<file path="config.mk">
export PLATFORM = sky130hd
export DESIGN_NAME = fan_ctrl_i2c_target
export DESIGN_NICKNAME = d
export VERILOG_FILES = /design/src/rtl/fan_i2c_pkg.sv /design/src/rtl/fan_i2c_bus_target.sv /design/src/rtl/fan_reg_bank.sv /design/src/rtl/fan_pwm_gen.sv /design/src/rtl/fan_tach_meter.sv /design/src/rtl/fan_ctrl_i2c_target.sv
export SDC_FILE = /design/constraint.sdc
export NUM_CORES = 1
export LEC_CHECK = 0
export BUFFER_PORTS_ARGS = -buffer_cell sky130_fd_sc_hd__buf_2
export CAP_MARGIN = 20
export CORE_AREA = 2 2 122 136
export DETAILED_ROUTE_END_ITERATION = 10
export DIE_AREA = 0 0 124 138
export PLACE_DENSITY_LB_ADDON = 0.2
export SYNTH_ARGS = -nofsm -noshare
export SYNTH_HDL_FRONTEND = slang
export SYNTH_SLANG_ARGS = --single-unit
</file>
<file path="constraint.sdc">
create_clock -name clk -period 1.88 [get_ports clk]
set_input_delay 0.188 -clock clk [delete_from_list [all_inputs] [get_ports clk]]
set_output_delay 0.188 -clock clk [all_outputs]
set_load 0.05 [all_outputs]
</file>
<file path="src/rtl/fan_i2c_pkg.sv">
package fan_i2c_pkg;
  localparam int unsigned BYTE_W     = 8;
  localparam int unsigned PWM_STEPS  = 100;
  localparam int unsigned FAN_EN_BIT = 7;
  localparam logic [BYTE_W-1:0] REG_CTRL = 8'h00;
  localparam logic [BYTE_W-1:0] REG_FAN  = 8'h01;

  typedef enum logic [2:0] {
    T_IDLE,
    T_ADDR,
    T_ADDR_ACK,
    T_WBYTE,
    T_WACK,
    T_RBYTE,
    T_RACK
  } tgt_state_e;
endpackage

</file>
<file path="src/rtl/fan_i2c_bus_target.sv">
module fan_i2c_bus_target
  import fan_i2c_pkg::*;
#(
  parameter logic [6:0] DEV_ADDR    = 7'h74,
  parameter int unsigned SYNC_STAGES = 2
) (
  input  logic              clk,
  input  logic              rst_n,
  input  logic              scl_i,
  input  logic              sda_i,
  output logic              sda_oe,
  output logic              wr_en,
  output logic [BYTE_W-1:0] wr_addr,
  output logic [BYTE_W-1:0] wr_data,
  output logic [BYTE_W-1:0] rd_addr,
  input  logic [BYTE_W-1:0] rd_data
);
  localparam int unsigned CNT_W = $clog2(BYTE_W + 1);
  localparam logic [CNT_W-1:0] FULL = CNT_W'(BYTE_W);

  logic [SYNC_STAGES-1:0] scl_sync, sda_sync;
  logic scl_d, sda_d, scl_s, sda_s;
  logic scl_rise, scl_fall, bus_start, bus_stop;

  always_ff @(posedge clk or negedge rst_n) begin
    if (!rst_n) begin
      scl_sync <= '1;
      sda_sync <= '1;
      scl_d    <= 1'b1;
      sda_d    <= 1'b1;
    end else begin
      scl_sync <= {scl_sync[SYNC_STAGES-2:0], scl_i};
      sda_sync <= {sda_sync[SYNC_STAGES-2:0], sda_i};
      scl_d    <= scl_sync[SYNC_STAGES-1];
      sda_d    <= sda_sync[SYNC_STAGES-1];
    end
  end

  assign scl_s     = scl_sync[SYNC_STAGES-1];
  assign sda_s     = sda_sync[SYNC_STAGES-1];
  assign scl_rise  = scl_s & ~scl_d;
  assign scl_fall  = ~scl_s & scl_d;
  assign bus_start = scl_s & scl_d & sda_d & ~sda_s;
  assign bus_stop  = scl_s & scl_d & ~sda_d & sda_s;

  tgt_state_e        state;
  logic [CNT_W-1:0]  bit_cnt;
  logic [BYTE_W-1:0] shreg;
  logic [BYTE_W-1:0] ptr_q;
  logic              rw_q;
  logic              ptr_pending;
  logic              nack_q;

  assign rd_addr = ptr_q;

  always_ff @(posedge clk or negedge rst_n) begin
    if (!rst_n) begin
      state       <= T_IDLE;
      bit_cnt     <= '0;
      shreg       <= '0;
      ptr_q       <= '0;
      rw_q        <= 1'b0;
      ptr_pending <= 1'b0;
      nack_q      <= 1'b0;
      sda_oe      <= 1'b0;
      wr_en       <= 1'b0;
      wr_addr     <= '0;
      wr_data     <= '0;
    end else begin
      wr_en <= 1'b0;
      if (bus_stop) begin
        state  <= T_IDLE;
        sda_oe <= 1'b0;
      end else if (bus_start) begin
        // pointer is left untouched by a (repeated) start
        state   <= T_ADDR;
        bit_cnt <= '0;
        sda_oe  <= 1'b0;
      end else begin
        unique case (state)
          T_IDLE: ;
          T_ADDR: begin
            if (scl_rise) begin
              shreg   <= {shreg[BYTE_W-2:0], sda_s};
              bit_cnt <= bit_cnt + 1'b1;
            end else if (scl_fall && bit_cnt == FULL) begin
              // acknowledge only a matching address
              if (shreg[BYTE_W-1:1] == DEV_ADDR) begin
                sda_oe <= 1'b1;
                rw_q   <= shreg[0];
                state  <= T_ADDR_ACK;
              end else begin
                state <= T_IDLE;
              end
            end
          end
          T_ADDR_ACK: begin
            if (scl_fall) begin
              bit_cnt <= '0;
              if (rw_q) begin
                shreg  <= rd_data;
                sda_oe <= ~rd_data[BYTE_W-1];
                state  <= T_RBYTE;
              end else begin
                sda_oe      <= 1'b0;
                ptr_pending <= 1'b1;
                state       <= T_WBYTE;
              end
            end
          end
          T_WBYTE: begin
            if (scl_rise) begin
              shreg   <= {shreg[BYTE_W-2:0], sda_s};
              bit_cnt <= bit_cnt + 1'b1;
            end else if (scl_fall && bit_cnt == FULL) begin
              sda_oe <= 1'b1;
              state  <= T_WACK;
              // first byte is the pointer, later bytes are data
              if (ptr_pending) begin
                ptr_q       <= shreg;
                ptr_pending <= 1'b0;
              end else begin
                wr_en   <= 1'b1;
                wr_addr <= ptr_q;
                wr_data <= shreg;
                ptr_q   <= ptr_q + 1'b1;
              end
            end
          end
          T_WACK: begin
            if (scl_fall) begin
              sda_oe  <= 1'b0;
              bit_cnt <= '0;
              state   <= T_WBYTE;
            end
          end
          T_RBYTE: begin
            if (scl_rise) begin
              bit_cnt <= bit_cnt + 1'b1;
            end else if (scl_fall) begin
              if (bit_cnt == FULL) begin
                sda_oe <= 1'b0;
                state  <= T_RACK;
              end else begin
                shreg  <= {shreg[BYTE_W-2:0], 1'b0};
                sda_oe <= ~shreg[BYTE_W-2];
              end
            end
          end
          T_RACK: begin
            if (scl_rise) begin
              nack_q <= sda_s;
              ptr_q  <= ptr_q + 1'b1;
            end else if (scl_fall) begin
              if (nack_q) begin
                state <= T_IDLE;
              end else begin
                shreg   <= rd_data;
                sda_oe  <= ~rd_data[BYTE_W-1];
                bit_cnt <= '0;
                state   <= T_RBYTE;
              end
            end
          end
          default: state <= T_IDLE;
        endcase
      end
    end
  end
endmodule

</file>
<file path="src/rtl/fan_reg_bank.sv">
module fan_reg_bank
  import fan_i2c_pkg::*;
#(
  parameter int unsigned DUTY_RESET = 80,
  parameter int unsigned DUTY_MAX   = 100
) (
  input  logic              clk,
  input  logic              rst_n,
  input  logic              wr_en,
  input  logic [BYTE_W-1:0] wr_addr,
  input  logic [BYTE_W-1:0] wr_data,
  input  logic [BYTE_W-1:0] rd_addr,
  output logic [BYTE_W-1:0] rd_data,
  input  logic [BYTE_W-1:0] speed,
  output logic              fan_en,
  output logic [BYTE_W-1:0] duty
);
  localparam logic [BYTE_W-1:0] DMAX = BYTE_W'(DUTY_MAX);

  logic [BYTE_W-1:0] ctrl_q, duty_q;

  always_ff @(posedge clk or negedge rst_n) begin
    if (!rst_n) begin
      ctrl_q <= '0;
      duty_q <= BYTE_W'(DUTY_RESET);
    end else if (wr_en) begin
      unique case (wr_addr)
        REG_CTRL: ctrl_q <= wr_data;
        REG_FAN:  duty_q <= (wr_data > DMAX) ? DMAX : wr_data;
        default:  ;
      endcase
    end
  end

  always_comb begin
    unique case (rd_addr)
      REG_CTRL: rd_data = ctrl_q;
      REG_FAN:  rd_data = speed;
      default:  rd_data = '0;
    endcase
  end

  assign fan_en = ctrl_q[FAN_EN_BIT];
  assign duty   = duty_q;
endmodule

</file>
<file path="src/rtl/fan_pwm_gen.sv">
module fan_pwm_gen
  import fan_i2c_pkg::*;
#(
  parameter int unsigned STEP_DIV = 40
) (
  input  logic              clk,
  input  logic              rst_n,
  input  logic              fan_en,
  input  logic [BYTE_W-1:0] duty,
  output logic              pwm_o
);
  localparam int unsigned SW = $clog2(PWM_STEPS);
  localparam int unsigned DW = (STEP_DIV > 1) ? $clog2(STEP_DIV) : 1;

  logic step_tick;

  generate
    if (STEP_DIV > 1) begin : g_div
      logic [DW-1:0] div_q;
      always_ff @(posedge clk or negedge rst_n) begin
        if (!rst_n)                            div_q <= '0;
        else if (div_q == DW'(STEP_DIV - 1))   div_q <= '0;
        else                                   div_q <= div_q + 1'b1;
      end
      assign step_tick = (div_q == DW'(STEP_DIV - 1));
    end else begin : g_nodiv
      assign step_tick = 1'b1;
    end
  endgenerate

  logic [SW-1:0] step_q;

  always_ff @(posedge clk or negedge rst_n) begin
    if (!rst_n) begin
      step_q <= '0;
      pwm_o  <= 1'b0;
    end else begin
      if (step_tick) begin
        if (step_q == SW'(PWM_STEPS - 1)) step_q <= '0;
        else                              step_q <= step_q + 1'b1;
      end
      // high while the step is below the duty, low when disabled
      pwm_o <= fan_en && (BYTE_W'(step_q) < duty);
    end
  end
endmodule

</file>
<file path="src/rtl/fan_tach_meter.sv">
module fan_tach_meter
  import fan_i2c_pkg::*;
#(
  parameter int unsigned WIN_CYCLES  = 100_000_000,
  parameter int unsigned SYNC_STAGES = 2
) (
  input  logic              clk,
  input  logic              rst_n,
  input  logic              tach_i,
  output logic [BYTE_W-1:0] speed
);
  localparam int unsigned WW = $clog2(WIN_CYCLES);

  logic [SYNC_STAGES-1:0] t_sync;
  logic t_d, t_edge, win_end;
  logic [WW-1:0]     win_q;
  logic [BYTE_W-1:0] cnt_q, cnt_next;

  always_ff @(posedge clk or negedge rst_n) begin
    if (!rst_n) begin
      t_sync <= '0;
      t_d    <= 1'b0;
    end else begin
      t_sync <= {t_sync[SYNC_STAGES-2:0], tach_i};
      t_d    <= t_sync[SYNC_STAGES-1];
    end
  end

  assign t_edge  = t_sync[SYNC_STAGES-1] & ~t_d;
  assign win_end = (win_q == WW'(WIN_CYCLES - 1));
  // saturate instead of wrapping
  assign cnt_next = (t_edge && cnt_q != '1) ? cnt_q + 1'b1 : cnt_q;

  always_ff @(posedge clk or negedge rst_n) begin
    if (!rst_n) begin
      win_q <= '0;
      cnt_q <= '0;
      speed <= '0;
    end else if (win_end) begin
      win_q <= '0;
      cnt_q <= '0;
      speed <= cnt_next;
    end else begin
      win_q <= win_q + 1'b1;
      cnt_q <= cnt_next;
    end
  end
endmodule

</file>
<file path="src/rtl/fan_ctrl_i2c_target.sv">
module fan_ctrl_i2c_target
  import fan_i2c_pkg::*;
#(
  parameter logic [6:0]  DEV_ADDR    = 7'h74,
  parameter int unsigned STEP_DIV    = 40,
  parameter int unsigned WIN_CYCLES  = 100_000_000,
  parameter int unsigned DUTY_RESET  = 80,
  parameter int unsigned SYNC_STAGES = 2
) (
  input  logic clk,
  input  logic rst_n,
  input  logic scl_i,
  input  logic sda_i,
  output logic sda_oe,
  input  logic tach_i,
  output logic pwm_o
);
  logic              wr_en;
  logic [BYTE_W-1:0] wr_addr, wr_data, rd_addr, rd_data;
  logic [BYTE_W-1:0] speed, duty;
  logic              fan_en;

  fan_i2c_bus_target #(.DEV_ADDR(DEV_ADDR), .SYNC_STAGES(SYNC_STAGES)) u_bus (
    .clk(clk), .rst_n(rst_n), .scl_i(scl_i), .sda_i(sda_i), .sda_oe(sda_oe),
    .wr_en(wr_en), .wr_addr(wr_addr), .wr_data(wr_data),
    .rd_addr(rd_addr), .rd_data(rd_data)
  );

  fan_reg_bank #(.DUTY_RESET(DUTY_RESET), .DUTY_MAX(PWM_STEPS)) u_regs (
    .clk(clk), .rst_n(rst_n), .wr_en(wr_en), .wr_addr(wr_addr), .wr_data(wr_data),
    .rd_addr(rd_addr), .rd_data(rd_data), .speed(speed), .fan_en(fan_en), .duty(duty)
  );

  fan_pwm_gen #(.STEP_DIV(STEP_DIV)) u_pwm (
    .clk(clk), .rst_n(rst_n), .fan_en(fan_en), .duty(duty), .pwm_o(pwm_o)
  );

  fan_tach_meter #(.WIN_CYCLES(WIN_CYCLES), .SYNC_STAGES(SYNC_STAGES)) u_tach (
    .clk(clk), .rst_n(rst_n), .tach_i(tach_i), .speed(speed)
  );
endmodule

</file>
==> results.tsv, run 1 <==
metric	value	unit
grt_pass1_wl	23.6	mm
insertion_delay	420	ps
crit_chain	or3_4 > or4_4 > nor2_4 > buf_12 > mux2i_1	
hold_path.class	in -> async	
grt_setup_unrepaired	yes	
via_per_inst	5.32	
fmax	507	MHz
synth_ff_type	dfrtp_1	
path_buf_inv	1	
gp_congestion	0.848	
synth_seq_area_share	0.513	
ioPinCount	7	
power_density	918	nW/um2
drtPass1Iterations	4	
cp-start-kind	flop	
slew_headroom	0.654	
fin_cells	875	
crit_path_top_delay_cell	or4_4	
num_rows	49	
synth-edff-count	0	
synth_top_area_frac	0.479	
ant_nets	0	
async_reset_ff_frac	1.00	
drt-total-wl	13.9	mm
overflow	0	
drt_iter0_drc	223	
postSynthAreaPerCell	10.7	um2
dp.cells	828	
worst_slack	-90.8	ps
clock-sinks	126	
vias	4657	
numPortBuffers	6	
area_delta_synth_final	29.7	%
post-route-drc-count	0	
die_h	138	um
place.detailed.hpwl	9.38	mm
cts_buffers	17	
cp_top_family	simple AND/OR/NAND/NOR gates	
grt_pass1_vias	4864	
die-area	17100	um2
cts_tree	built	
syn_inst	578	
ir_drop	0.674	mV
die_w	124	um
crit_type	reg -> reg	
layout_common_cells	117 x dfrtp_1, 60 x buf_4, 39 x nand2_1	
synthTopCellsByArea	dfrtp_1 48%, mux2_2 6.0%, dfstp_2 3.4%	
start_util	0.386	
hold_viol	0	
setup_violations	44	
grt.total_usage	0.176	
path_max_fanout	14	
dp_slack	-114	ps
yosys_register_bits	126	
synth.distinct_cells	60	
syn_nets	598	
yosysTopAreaCell	dfrtp_1	
core_area	15900	um2
n_antenna_cell	0	
critPathMaxStageDelay	550	ps
fin_hold_ws	263	ps
wire_per_inst	15.9	um
setup.worst_path.end_class	flop	
layout_commonest_cell	dfrtp_1	
maxSlewViolCount	0	
status	finished, violations left	
yosysWarnings	0	
leakage	3.64	nW
grt_max_degree	46	
drive_gt1_frac	0.288	
max_cap_violations	0	
skew	6.39	ps
path_clk_slew	60	ps
cp.required	2220	ps
worst_slew_pin_slew	512	ps
cts-root-buf	clkbuf_16	
failed_checks	setup timing	
fin_crit_sh	1.05	
syn_area	6160	um2
worst_ep_arrival_time	2310	ps
htreeDepth	4	
antenna_found_initial	0	
final.min_clock_period	1970	ps
finalNetCount	678	
clock_path_buffers	2	
-- kinds of logic after synthesis --
kind of cell             Yosys count  share of synthesized area
flip-flops                       126                      0.513
AO/OA/AOI/OAI                     95                      0.106
XOR/XNOR                          39                     0.0554
AND/OR/NAND/NOR                  211                      0.181
multiplexers                      46                     0.0814
adder cells (fa/ha/maj)           15                     0.0305
buffers and inverters             46                     0.0325
-- synth_stat cells, types with 13 or more instances --
cell type / number
dfrtp_1: 118
nor2_1: 49
nand2_1: 40
mux2_2: 33
nand3_1: 27
o21ai_0: 26
inv_1: 25
xor2_1: 23
and3_1: 17
nand4_1: 17
xnor2_1: 16
ha_1: 15
a21oi_1: 14
mux2i_1: 13
-- per-stage QoR --
step | setup TNS (ps) | area, um2 | util | power [W]
CTS | -1740 | 7700 | 0.483 | 0.00738
global placement | -869 | 6850 | 0.430 | 0.00366
finish | -2600 | 7990 | 0.501 | 0.00733
global route | -5980 | 7990 | 0.501 | 0.00766
detailed placement | -1960 | 6850 | 0.430 | 0.00367
floorplan | 0 | 6160 | - | 0.00336
-- layout make-up --
type / count / area (um2)
Tap cell: 204 / 255
Clock inverter: 10 / 183
Multi-Input combinational cell: 406 / 3020
Inverter: 25 / 93.8
Clock buffer: 22 / 474
Timing Repair Buffer: 82 / 800
Fill cell: 1432 / 7950
Sequential cell: 126 / 3160
-- flip-flops by register name, summed over array words and instances, names as in the netlist, 2 cells and up --
signal,flops
u_bus.bit_cnt,4
u_bus.rd_addr,8
u_bus.scl_sync,2
u_bus.sda_sync,2
u_bus.shreg,8
u_bus.state,3
u_bus.wr_addr,8
u_bus.wr_data,8
u_pwm.g_div.div_q,6
u_pwm.step_q,7
u_regs.ctrl_q,8
u_regs.duty,8
u_tach.cnt_q,8
u_tach.speed,8
u_tach.t_sync,2
u_tach.win_q,27
-- repair_timing --
action | 4_1_cts | 5_1_grt
gates resized for setup | 12 | 58
pin swaps | 2 | 16
hold buffers | 4 | 0
setup endpoints to repair | 32 | 73
gates cloned | 3 | 2
setup buffers | 2 | 4
endpoints found under the hold margin | 30 | 0
-- final timing paths --
kind | startpoint | end | slack, ps | cells after the start
max in group asynchronous | rst_n | u_bus.scl_d | 970 | 3
worst max-delay path | u_tach.win_q[10] | u_tach.speed[2] | -90 | 5
worst max register to register | u_tach.win_q[10] | u_tach.speed[2] | -90 | 5
worst min register to register | u_tach.t_sync[0] | u_tach.t_sync[1] | 350 | 0
worst min-delay path | rst_n | u_bus.wr_addr[5] | 260 | 2
min in group clk | u_tach.t_sync[0] | u_tach.t_sync[1] | 350 | 0
-- layer usage --
metal	up-vias	global-route usage	share of wire
met5	-	0	0
li1	2242	-	-
met1	2348	0.223	0.45
met3	20	0.0384	0.025
met2	47	0.290	0.50
met4	0	0.0704	0.018
-- report_power, final --
group | leakage [nW] | internal [W] | switching [W] | total (W)
sequential | 1.68 | 0.00282 | 0.0000918 | 0.00291
combinational | 1.64 | 0.000361 | 0.000412 | 0.000773
clock | 0.324 | 0.00246 | 0.00119 | 0.00365
total | 3.64 | 0.00564 | 0.00169 | 0.00733
No activity file was read; power rests on OpenSTA's default activity.
==> run 2, diff against run 1 <==
--- a/config.mk
+++ b/config.mk
@@ -6,10 +6,11 @@
 export NUM_CORES = 1
 export LEC_CHECK = 0
 export BUFFER_PORTS_ARGS = -buffer_cell sky130_fd_sc_hd__buf_2
-export CAP_MARGIN = 20
+export CAP_MARGIN = 0
 export CORE_AREA = 2 2 122 136
 export DETAILED_ROUTE_END_ITERATION = 10
 export DIE_AREA = 0 0 124 138
+export GPL_TIMING_DRIVEN = 0
 export PLACE_DENSITY_LB_ADDON = 0.2
 export SYNTH_ARGS = -nofsm -noshare
 export SYNTH_HDL_FRONTEND = slang
==> results.tsv, run 2 (synthesis results as in run 1) <==
metric	value	unit	change
num_rows	49		unchanged
hold_viol	0		unchanged
clock_path_buffers	2		unchanged
grt_pass1_vias	4495		-7.6%
fmax	506	MHz	-0.35%
status	finished, violations left		
cp-start-kind	flop		
fin_crit_sh	1.05		+0.00371
grt.total_usage	0.165		-0.0113
fin_hold_ws	344	ps	+80.1 ps
setup_violations	31		-30%
overflow	0		unchanged
maxSlewViolCount	0		unchanged
die_h	138	um	unchanged
worst_ep_arrival_time	2320	ps	about the same
layout_common_cells	116 x dfrtp_1, 47 x nor2_1, 38 x nand2_1		
clock-sinks	126		unchanged
cts_tree	built		
dp.cells	789		-4.7%
drt_iter0_drc	258		+16%
layout_commonest_cell	dfrtp_1		
start_util	0.386		unchanged
path_max_fanout	5		-9
vias	4509		-3.2%
hold_path.class	in -> async		
crit_chain	or3_4 > or4_4 > nor2_4 > buf_4 > buf_8 > mux2i_1		
numPortBuffers	6		unchanged
area_delta_synth_final	22.5	%	
failed_checks	setup timing		
max_cap_violations	0		unchanged
finalNetCount	650		-4.1%
skew	11.3	ps	+4.87 ps
place.detailed.hpwl	8.63	mm	-8.0%
worst_slack	-97.7	ps	-6.97 ps
ant_nets	0		unchanged
antenna_found_initial	0		unchanged
slew_headroom	0.548		-0.106
leakage	3.42	nW	-6.2%
die_w	124	um	unchanged
cts-root-buf	clkbuf_16		
post-route-drc-count	0		unchanged
path_clk_slew	50	ps	about the same
htreeDepth	4		unchanged
crit_path_top_delay_cell	or4_4		
multi_input_area	2990	um2	-0.95%
die-area	17100	um2	unchanged
grt_max_degree	73		+59%
path_buf_inv	2		+1
ioPinCount	7		unchanged
fill_cells	1470		+2.7%
grt_pass1_wl	22.1	mm	-6.3%
largest_register	u_tach.win_q		
drtPass1Iterations	5		+1
cp_top_family	simple AND/OR/NAND/NOR gates		
worst_slew_pin_slew	678	ps	+166 ps
critPathMaxStageDelay	560	ps	about the same
final.min_clock_period	1980	ps	+6.97 ps
ir_drop	0.508	mV	-25%
power_density	914	nW/um2	-0.46%
wire_per_inst	15.6	um	-2.2%
crit_type	reg -> reg		
drt-total-wl	13.2	mm	-5.4%
via_per_inst	5.32		about the same
insertion_delay	420	ps	about the same
drive_gt1_frac	0.235		-0.0528
core_area	15900	um2	unchanged
grt_setup_unrepaired	yes		
seq_area	3170	um2	about the same
n_antenna_cell	0		unchanged
largest_register_ffs	27		unchanged
cts_buffers	17		unchanged
cp.required	2220	ps	about the same
fin_cells	847		-3.2%
tns	-1660	ps	+949 ps
gp_congestion	0.833		-1.8%
setup.worst_path.end_class	flop		
## run 2: final timing paths
kind,startpoint,endpoint,slack [ps],cells past startpoint
setup / recovery,u_tach.win_q[11],u_tach.speed[5],-100,6
hold / removal,rst_n,u_bus.wr_addr[5],340,2
setup reg to reg,u_tach.win_q[11],u_tach.speed[5],-100,6
hold reg to reg,u_tach.t_sync[0],u_tach.t_sync[1],350,0
max in group asynchronous,rst_n,u_regs.duty[4],800,3
min in group clk,u_tach.t_sync[0],u_tach.t_sync[1],350,0
## run 2: cell type report
class	instances	area share
clock inverters	8	0.0156
repair buffers	38	0.0444
plain buffers	16	0.0169
inverters	25	0.0124
well taps	204	0.0338
flip-flops and latches	126	0.419
clock buffers	24	0.0612
multi-input cells	406	0.396
## run 2: what timing repair did
| action | 4_1_cts | 5_1_grt |
|---|---|---|
| gates cloned | 3 | 0 |
| resized for setup | 34 | 38 |
| endpoints found under the hold margin | 68 | 0 |
| pin swaps | 6 | 4 |
| buffers inserted | 17 | 9 |
| hold buffers | 4 | 0 |
| setup endpoints to repair | 85 | 86 |
## run 2: through the flow
step / utilization / setup WS [ps] / area, um2 / power (W)
after CTS: 0.464 / -113 / 7400 / 0.00695
after global placement: 0.404 / -1020 / 6450 / 0.00354
after global routing: 0.473 / -182 / 7550 / 0.00720
after detailed placement: 0.407 / -252 / 6480 / 0.00357
after floorplan: - / 0.629 / 6160 / 0.00336
final: 0.473 / -97.7 / 7550 / 0.00689
## run 2: metal layers
| layer | part of all wire | track usage | wire, um |
|---|---|---|---|
| met5 | 0 | 0 | 0 |
| met4 | 0.021 | 0.0704 | 274 |
| met3 | 0.029 | 0.0400 | 377 |
| met2 | 0.50 | 0.264 | 6590 |
| met1 | 0.45 | 0.211 | 5940 |
## run 2: power by group
group	internal (W)	total [W]	leakage [nW]	switching, W
clock	0.00211	0.00323	0.282	0.00112
combinational	0.000327	0.000751	1.46	0.000424
sequential	0.00282	0.00291	1.68	0.0000892
total	0.00526	0.00689	3.42	0.00164
